===== src/rtl/fpk_pkg.sv =====
`timescale 1ns/1ps
package fpk_pkg;
    typedef enum logic [1:0] {
        SEG_RUN  = 2'd0,
        SEG_FULL = 2'd1,
        SEG_WAIT = 2'd2
    } seg_state_e;
endpackage


===== src/rtl/fpk_trailer_gen.sv =====
`timescale 1ns/1ps
module fpk_trailer_gen #(
    parameter int PIX_W     = 8,
    parameter int TRL_BEATS = 32 / PIX_W,
    parameter int BW        = (TRL_BEATS > 1) ? $clog2(TRL_BEATS) : 1
) (
    input  logic             clk,
    input  logic             rst_n,
    input  logic             start,
    input  logic             start_last,
    input  logic             out_ready,
    output logic             active,
    output logic [PIX_W-1:0] data,
    output logic             final_beat,
    output logic             done
);
    typedef struct packed {
        logic          active;
        logic          last;
        logic [BW-1:0] beat;
    } trl_t;

    trl_t trl_d, trl_q;

    always_comb begin
        trl_d = trl_q;
        if (start) begin
            trl_d.active = 1'b1;
            trl_d.last   = start_last;
            trl_d.beat   = '0;
        end else if (trl_q.active && out_ready) begin
            if (trl_q.beat == BW'(TRL_BEATS - 1)) begin
                trl_d.active = 1'b0;
                trl_d.beat   = '0;
            end else begin
                trl_d.beat = trl_q.beat + BW'(1);
            end
        end
    end

    always_ff @(posedge clk or negedge rst_n) begin
        if (!rst_n) trl_q <= '0;
        else        trl_q <= trl_d;
    end

    assign active     = trl_q.active;
    assign data       = {PIX_W{trl_q.last}};
    assign final_beat = (trl_q.beat == BW'(TRL_BEATS - 1));
    assign done       = trl_q.active && out_ready && final_beat;


    trl_hold_chk: assert property (@(posedge clk) disable iff (!rst_n)
        trl_q.active && !out_ready |=> trl_q.active && $stable(trl_q.beat) && $stable(trl_q.last));


    start_idle_chk: assert property (@(posedge clk) disable iff (!rst_n)
        start |-> !trl_q.active);
endmodule


===== src/rtl/fpk_seg_ctrl.sv =====
`timescale 1ns/1ps
module fpk_seg_ctrl
    import fpk_pkg::*;
#(
    parameter int MAX_LINES = 1024,
    parameter int LW        = $clog2(MAX_LINES + 1)
) (
    input  logic clk,
    input  logic rst_n,
    input  logic gate,
    input  logic in_valid,
    input  logic pix_acc,
    input  logic pix_eol,
    input  logic trl_done,
    output logic pass_en,
    output logic frame_first,
    output logic trl_start,
    output logic trl_last
);
    typedef struct packed {
        seg_state_e    st;
        logic [LW-1:0] lines;
        logic          open;
    } seg_t;

    seg_t seg_d, seg_q;

    always_comb begin
        seg_d     = seg_q;
        trl_start = 1'b0;
        trl_last  = 1'b0;
        case (seg_q.st)
            SEG_RUN: begin
                if (pix_acc) begin
                    if (pix_eol) begin
                        seg_d.open = 1'b0;
                        if (seg_q.lines == LW'(MAX_LINES - 1)) begin
                            seg_d.lines = LW'(MAX_LINES);
                            seg_d.st    = SEG_FULL;
                        end else begin
                            seg_d.lines = seg_q.lines + LW'(1);
                        end
                    end else begin
                        seg_d.open = 1'b1;
                    end
                end else if (!gate && seg_q.lines != '0 && !seg_q.open) begin
                    trl_start = 1'b1;
                    trl_last  = 1'b1;
                    seg_d.st  = SEG_WAIT;
                end
            end
            SEG_FULL: begin
                if (!gate) begin
                    trl_start = 1'b1;
                    trl_last  = 1'b1;
                    seg_d.st  = SEG_WAIT;
                end else if (in_valid) begin
                    trl_start = 1'b1;
                    trl_last  = 1'b0;
                    seg_d.st  = SEG_WAIT;
                end
            end
            SEG_WAIT: begin
                if (trl_done) begin
                    seg_d.st    = SEG_RUN;
                    seg_d.lines = '0;
                end
            end
            default: seg_d.st = SEG_RUN;
        endcase
    end

    always_ff @(posedge clk or negedge rst_n) begin
        if (!rst_n) seg_q <= '{st: SEG_RUN, lines: '0, open: 1'b0};
        else        seg_q <= seg_d;
    end

    assign pass_en     = (seg_q.st == SEG_RUN);
    assign frame_first = (seg_q.lines == '0) && !seg_q.open;


    lines_bound_chk: assert property (@(posedge clk) disable iff (!rst_n)
        seg_q.lines <= LW'(MAX_LINES));


    full_no_accept_chk: assert property (@(posedge clk) disable iff (!rst_n)
        seg_q.st == SEG_FULL |-> !pix_acc);


    gate_in_line_chk: assert property (@(posedge clk) disable iff (!rst_n)
        seg_q.open |-> gate);


    empty_no_trailer_chk: assert property (@(posedge clk) disable iff (!rst_n)
        trl_start |-> !frame_first);
endmodule


===== src/rtl/fpk_gate_packer.sv =====
`timescale 1ns/1ps
module fpk_gate_packer #(
    parameter int PIX_W     = 8,
    parameter int MAX_LINES = 1024
) (
    input  logic             clk,
    input  logic             rst_n,
    input  logic             gate,
    input  logic             in_valid,
    output logic             in_ready,
    input  logic [PIX_W-1:0] in_data,
    input  logic             in_eol,
    output logic             out_valid,
    input  logic             out_ready,
    output logic [PIX_W-1:0] out_data,
    output logic             out_eol,
    output logic             out_sof,
    output logic             out_eof,
    output logic             out_trl
);
    localparam int TRL_BEATS = 32 / PIX_W;
    localparam int BW        = (TRL_BEATS > 1) ? $clog2(TRL_BEATS) : 1;
    localparam int LW        = $clog2(MAX_LINES + 1);

    logic             pass_en, frame_first, trl_start, trl_last;
    logic             trl_active, trl_final, trl_done, pix_acc;
    logic [PIX_W-1:0] trl_data;

    assign pix_acc = pass_en && gate && in_valid && out_ready;

    fpk_seg_ctrl #(
        .MAX_LINES (MAX_LINES),
        .LW        (LW)
    ) seg_i (
        .clk         (clk),
        .rst_n       (rst_n),
        .gate        (gate),
        .in_valid    (in_valid),
        .pix_acc     (pix_acc),
        .pix_eol     (in_eol),
        .trl_done    (trl_done),
        .pass_en     (pass_en),
        .frame_first (frame_first),
        .trl_start   (trl_start),
        .trl_last    (trl_last)
    );

    fpk_trailer_gen #(
        .PIX_W     (PIX_W),
        .TRL_BEATS (TRL_BEATS),
        .BW        (BW)
    ) trl_i (
        .clk        (clk),
        .rst_n      (rst_n),
        .start      (trl_start),
        .start_last (trl_last),
        .out_ready  (out_ready),
        .active     (trl_active),
        .data       (trl_data),
        .final_beat (trl_final),
        .done       (trl_done)
    );

    always_comb begin
        in_ready  = !gate || (pass_en && out_ready);
        out_valid = trl_active || (pass_en && gate && in_valid);
        out_data  = trl_active ? trl_data : in_data;
        out_eol   = trl_active ? trl_final : in_eol;
        out_eof   = trl_active && trl_final;
        out_sof   = !trl_active && frame_first;
        out_trl   = trl_active;
    end


    eof_only_trl_chk: assert property (@(posedge clk) disable iff (!rst_n)
        out_valid && out_eof |-> out_trl && out_eol);


    stall_hold_chk: assert property (@(posedge clk) disable iff (!rst_n)
        out_valid && !out_ready && out_trl |=> out_valid && out_trl && $stable(out_data) && $stable(out_eof));


    lowgate_drop_chk: assert property (@(posedge clk) disable iff (!rst_n)
        !gate && !trl_active |-> !out_valid);
endmodule


===== config.mk =====
export PLATFORM = sky130hd
export DESIGN_NAME = fpk_gate_packer
export DESIGN_NICKNAME = d
export VERILOG_FILES = /design/src/rtl/fpk_pkg.sv /design/src/rtl/fpk_trailer_gen.sv /design/src/rtl/fpk_seg_ctrl.sv /design/src/rtl/fpk_gate_packer.sv
export SDC_FILE = /design/constraint.sdc
export NUM_CORES = 1
export LEC_CHECK = 0
export BUFFER_PORTS_ARGS = -buffer_cell sky130_fd_sc_hd__buf_2
export CORE_MARGIN = 3
export CORE_UTILIZATION = 45
export DETAILED_ROUTE_END_ITERATION = 12
export PLACE_DENSITY_LB_ADDON = 0.05
export SYNTH_ARGS = -nofsm -noshare
export SYNTH_HDL_FRONTEND = slang
export SYNTH_SLANG_ARGS = --single-unit

===== constraint.sdc =====
create_clock -name clk -period 2.76 [get_ports clk]
set_input_delay 0.552 -clock clk [delete_from_list [all_inputs] [get_ports clk]]
set_output_delay 0.552 -clock clk [all_outputs]
set_load 0.02 [all_outputs]

==> impl_metrics.json <==
{
  "required_ns": 2.21,
  "io_buffers": 27,
  "clk_latency_ns": 0.29,
  "synthToLayoutAreaGrowth_pct": 14.74,
  "fillers": 225,
  "rsz0062_at_grt": "false",
  "cp.arrival_ns": 1.85,
  "grt_pass1_wl_um": 4788,
  "fin_ws_ns": 0.3596,
  "vdd_drop_max_uv": 682.6,
  "synth-main-ff-cell": "dfrtp_1",
  "syn_area_per_cell_um2": 8.613,
  "slew_viol_final": 0,
  "die_h_um": 57.40,
  "io_pins": 28,
  "drive_gt1_share_pct": 25.77,
  "hpwl_um": 2148,
  "ff_latch_area_um2": 450.4,
  "worst_hold_slack_ns": 0.1649,
  "reg2reg_from": "seg_i.seg_q[2]$_DFFE_PN0P_",
  "cts_tree": "done",
  "multi_input_area_um2": 639.4,
  "synthArstFlopShare_pct": 100.0,
  "yosys.area.top_type": "dfrtp_1",
  "dr.first_iter.drc_count": 74,
  "synth.top_cell.area_share_pct": 37.89,
  "num_vias": 1150,
  "slew_headroom_pct": 62.81,
  "status": "complete, no violations",
  "diodes": 0,
  "clk_path_buf_depth": 2,
  "r2r-end": "seg_i.seg_q[10]$_DFFE_PN0P_",
  "r2r_setup_slack_ns": 0.74,
  "cap_violations": 0,
  "max_freq_mhz": 416.6,
  "dieArea_um2": 3294,
  "worstMarginPinSlew_ns": 0.5563,
  "drtPass1Iterations": 4,
  "finalNonFillerCells": 191,
  "antenna_found_initial": 0,
  "layout_common_cells": "27 x buf_2, 18 x dfrtp_1, 16 x inv_1, 16 x o21ai_0",
  "core_area_um2": 2361,
  "critPathMaxFanout": 4,
  "cts_buffers": 3,
  "skew_ns": 0.007269,
  "synthDistinctLibCells": 39,
  "crit_path_start_kind": "flip-flop",
  "period_needed_ns": 2.400,
  "place_worst_setup_slack_ns": 0.6050,
  "place_inst": 187,
  "clk_pin_slew_ns": 0.11,
  "synth_fp_nets": 155,
  "hp-class": "input port to async pin",
  "drt-wirelength-per-cell_um": 14.47,
  "cp-end-kind": "primary output",
  "synthCells": 138,
  "drt-total-wl_um": 2764,
  "place_area_um2": 1328,
  "layout_commonest_cell": "buf_2",
  "gr-total-overflow": 0,
  "hold_buffers": 0,
  "viasPerCell": 6.021,
  "num_rows": 17,
  "tns_ns": 0,
  "cts_sinks": 18,
  "place_congestion": 0.8906,
  "grt_max_degree": 20,
  "ys_ff_latch": 18,
  "detail_route.drc_violations": 0,
  "timing.final.crit_share_pct": 86.97,
  "yosysSeqAreaShare_pct": 37.89,
  "stdcell_area_um2": 1364,
  "cts_root_buf": "clkbuf_4",
  "criticalPathCategory": "flip-flop to primary output",
  "post_cts_buffers": 0,
  "ctsResizeCount": 0,
  "netlist_area_um2": 1189,
  "cts_max_level": 1,
  "grt_pass1_vias": 1071,
  "setup_viol": 0,
  "synthTopCellsByArea": "dfrtp_1 38%, o21ai_0 6.7%, inv_1 5.1%, a22o_1 4.4%, a31o_2 3.7%",
  "leakagePower_nw": 0.6313,
  "postRouteAntennaNets": 0,
  "fin_nets": 181,
  "powerDensity_nw_per_um2": 878.5,
  "synth_edf_count": 0,
  "die_x_um": 57.40,
  "final_hold_viol_count": 0,
  "synth-warning-count": 0,
  "start_util_pct": 50.34,
  "grt_util_all_layers_pct": 17.99,
  "reg2regPathDepth": 5
}
-- layer usage --
layer	vias to the layer above	share of wire (%)	track usage, %
li1	564	-	-
met4	0	0.98	4.636
met3	4	7.3	3.620
met5	-	0	0
met1	539	50	26.38
met2	43	42	26.77
-- cell type report --
| class | instances | share of cell area [%] |
|---|---|---|
| flip-flops and latches | 18 | 33.03 |
| repair buffers | 28 | 10.46 |
| inverters | 16 | 4.404 |
| well taps | 28 | 2.569 |
| multi-input cells | 97 | 46.88 |
| clock buffers | 4 | 2.661 |
-- sequential cells by signal, summed over array words and instances (netlist names) --
| name | count |
|---|---|
| trl_i.trl_q | 2 |
| seg_i.seg_q | 14 |
| trl_i.data | 1 |
| trl_i.active | 1 |
-- worst max-delay path by stage --
stage	to	startpoint	slack (ns)
detailed placement	seg_i.seg_q[1]$_DFFE_PN0P_	out_ready	0.60
global placement	seg_i.seg_q[1]$_DFFE_PN0P_	out_ready	0.63
CTS	out_sof	seg_i.seg_q[1]$_DFFE_PN0P_	0.37
global route	out_sof	seg_i.seg_q[1]$_DFFE_PN0P_	0.21
finish	out_sof	seg_i.seg_q[1]$_DFFE_PN0P_	0.36
floorplan	out_sof	seg_i.seg_q[1]$_DFFE_PN0P_	0.76
-- cells in the mapped netlist (all sizes together), types with 2 or more instances --
cell type / number
o22ai: 3
nand4: 7
nand2: 6
nor4b: 2
buf: 5
a22o: 6
nor2b: 2
or3: 2
inv: 16
mux2: 2
nor3: 6
a31oi: 2
nor2: 8
a31o: 5
dfrtp: 18
ha: 3
nand3: 8
a21oi: 2
and3: 2
clkbuf: 2
o21ai: 16
-- where the power goes --
part	switching [mW]	internal, mW
registers	0.116	0.343
logic	0.344	0.235
clock network	0.0812	0.0803
total	0.541	0.657
-- cells by family (layout without fill, tap and decap cells) --
group                      Yosys count  in the layout  share of synthesized area [%]
AOI/OAI and AO/OA                   41             41                          23.16
adders and majority gates            3              3                          3.158
buffers and inverters               23             48                          8.316
DFF                                 18             18                          37.89
muxes                                2              2                          1.895
and+or+nand+nor                     51             51                          25.58
-- worst max-delay path, cell delays in order (launching register included) --
cell     delay (ns)
dfrtp_1        0.42
inv_1          0.09
ha_1           0.16
nor4b_1        0.35
nand3_1        0.15
nor3_1         0.18
buf_2          0.20
-- per-stage QoR --
step	power (mW)	util, %
floorplan	0.8563	-
global placement	1.023	56.23
detailed placement	1.039	56.23
CTS	1.203	57.76
global route	1.299	57.76
finish	1.198	57.76
(Power assumes the default switching activity.)
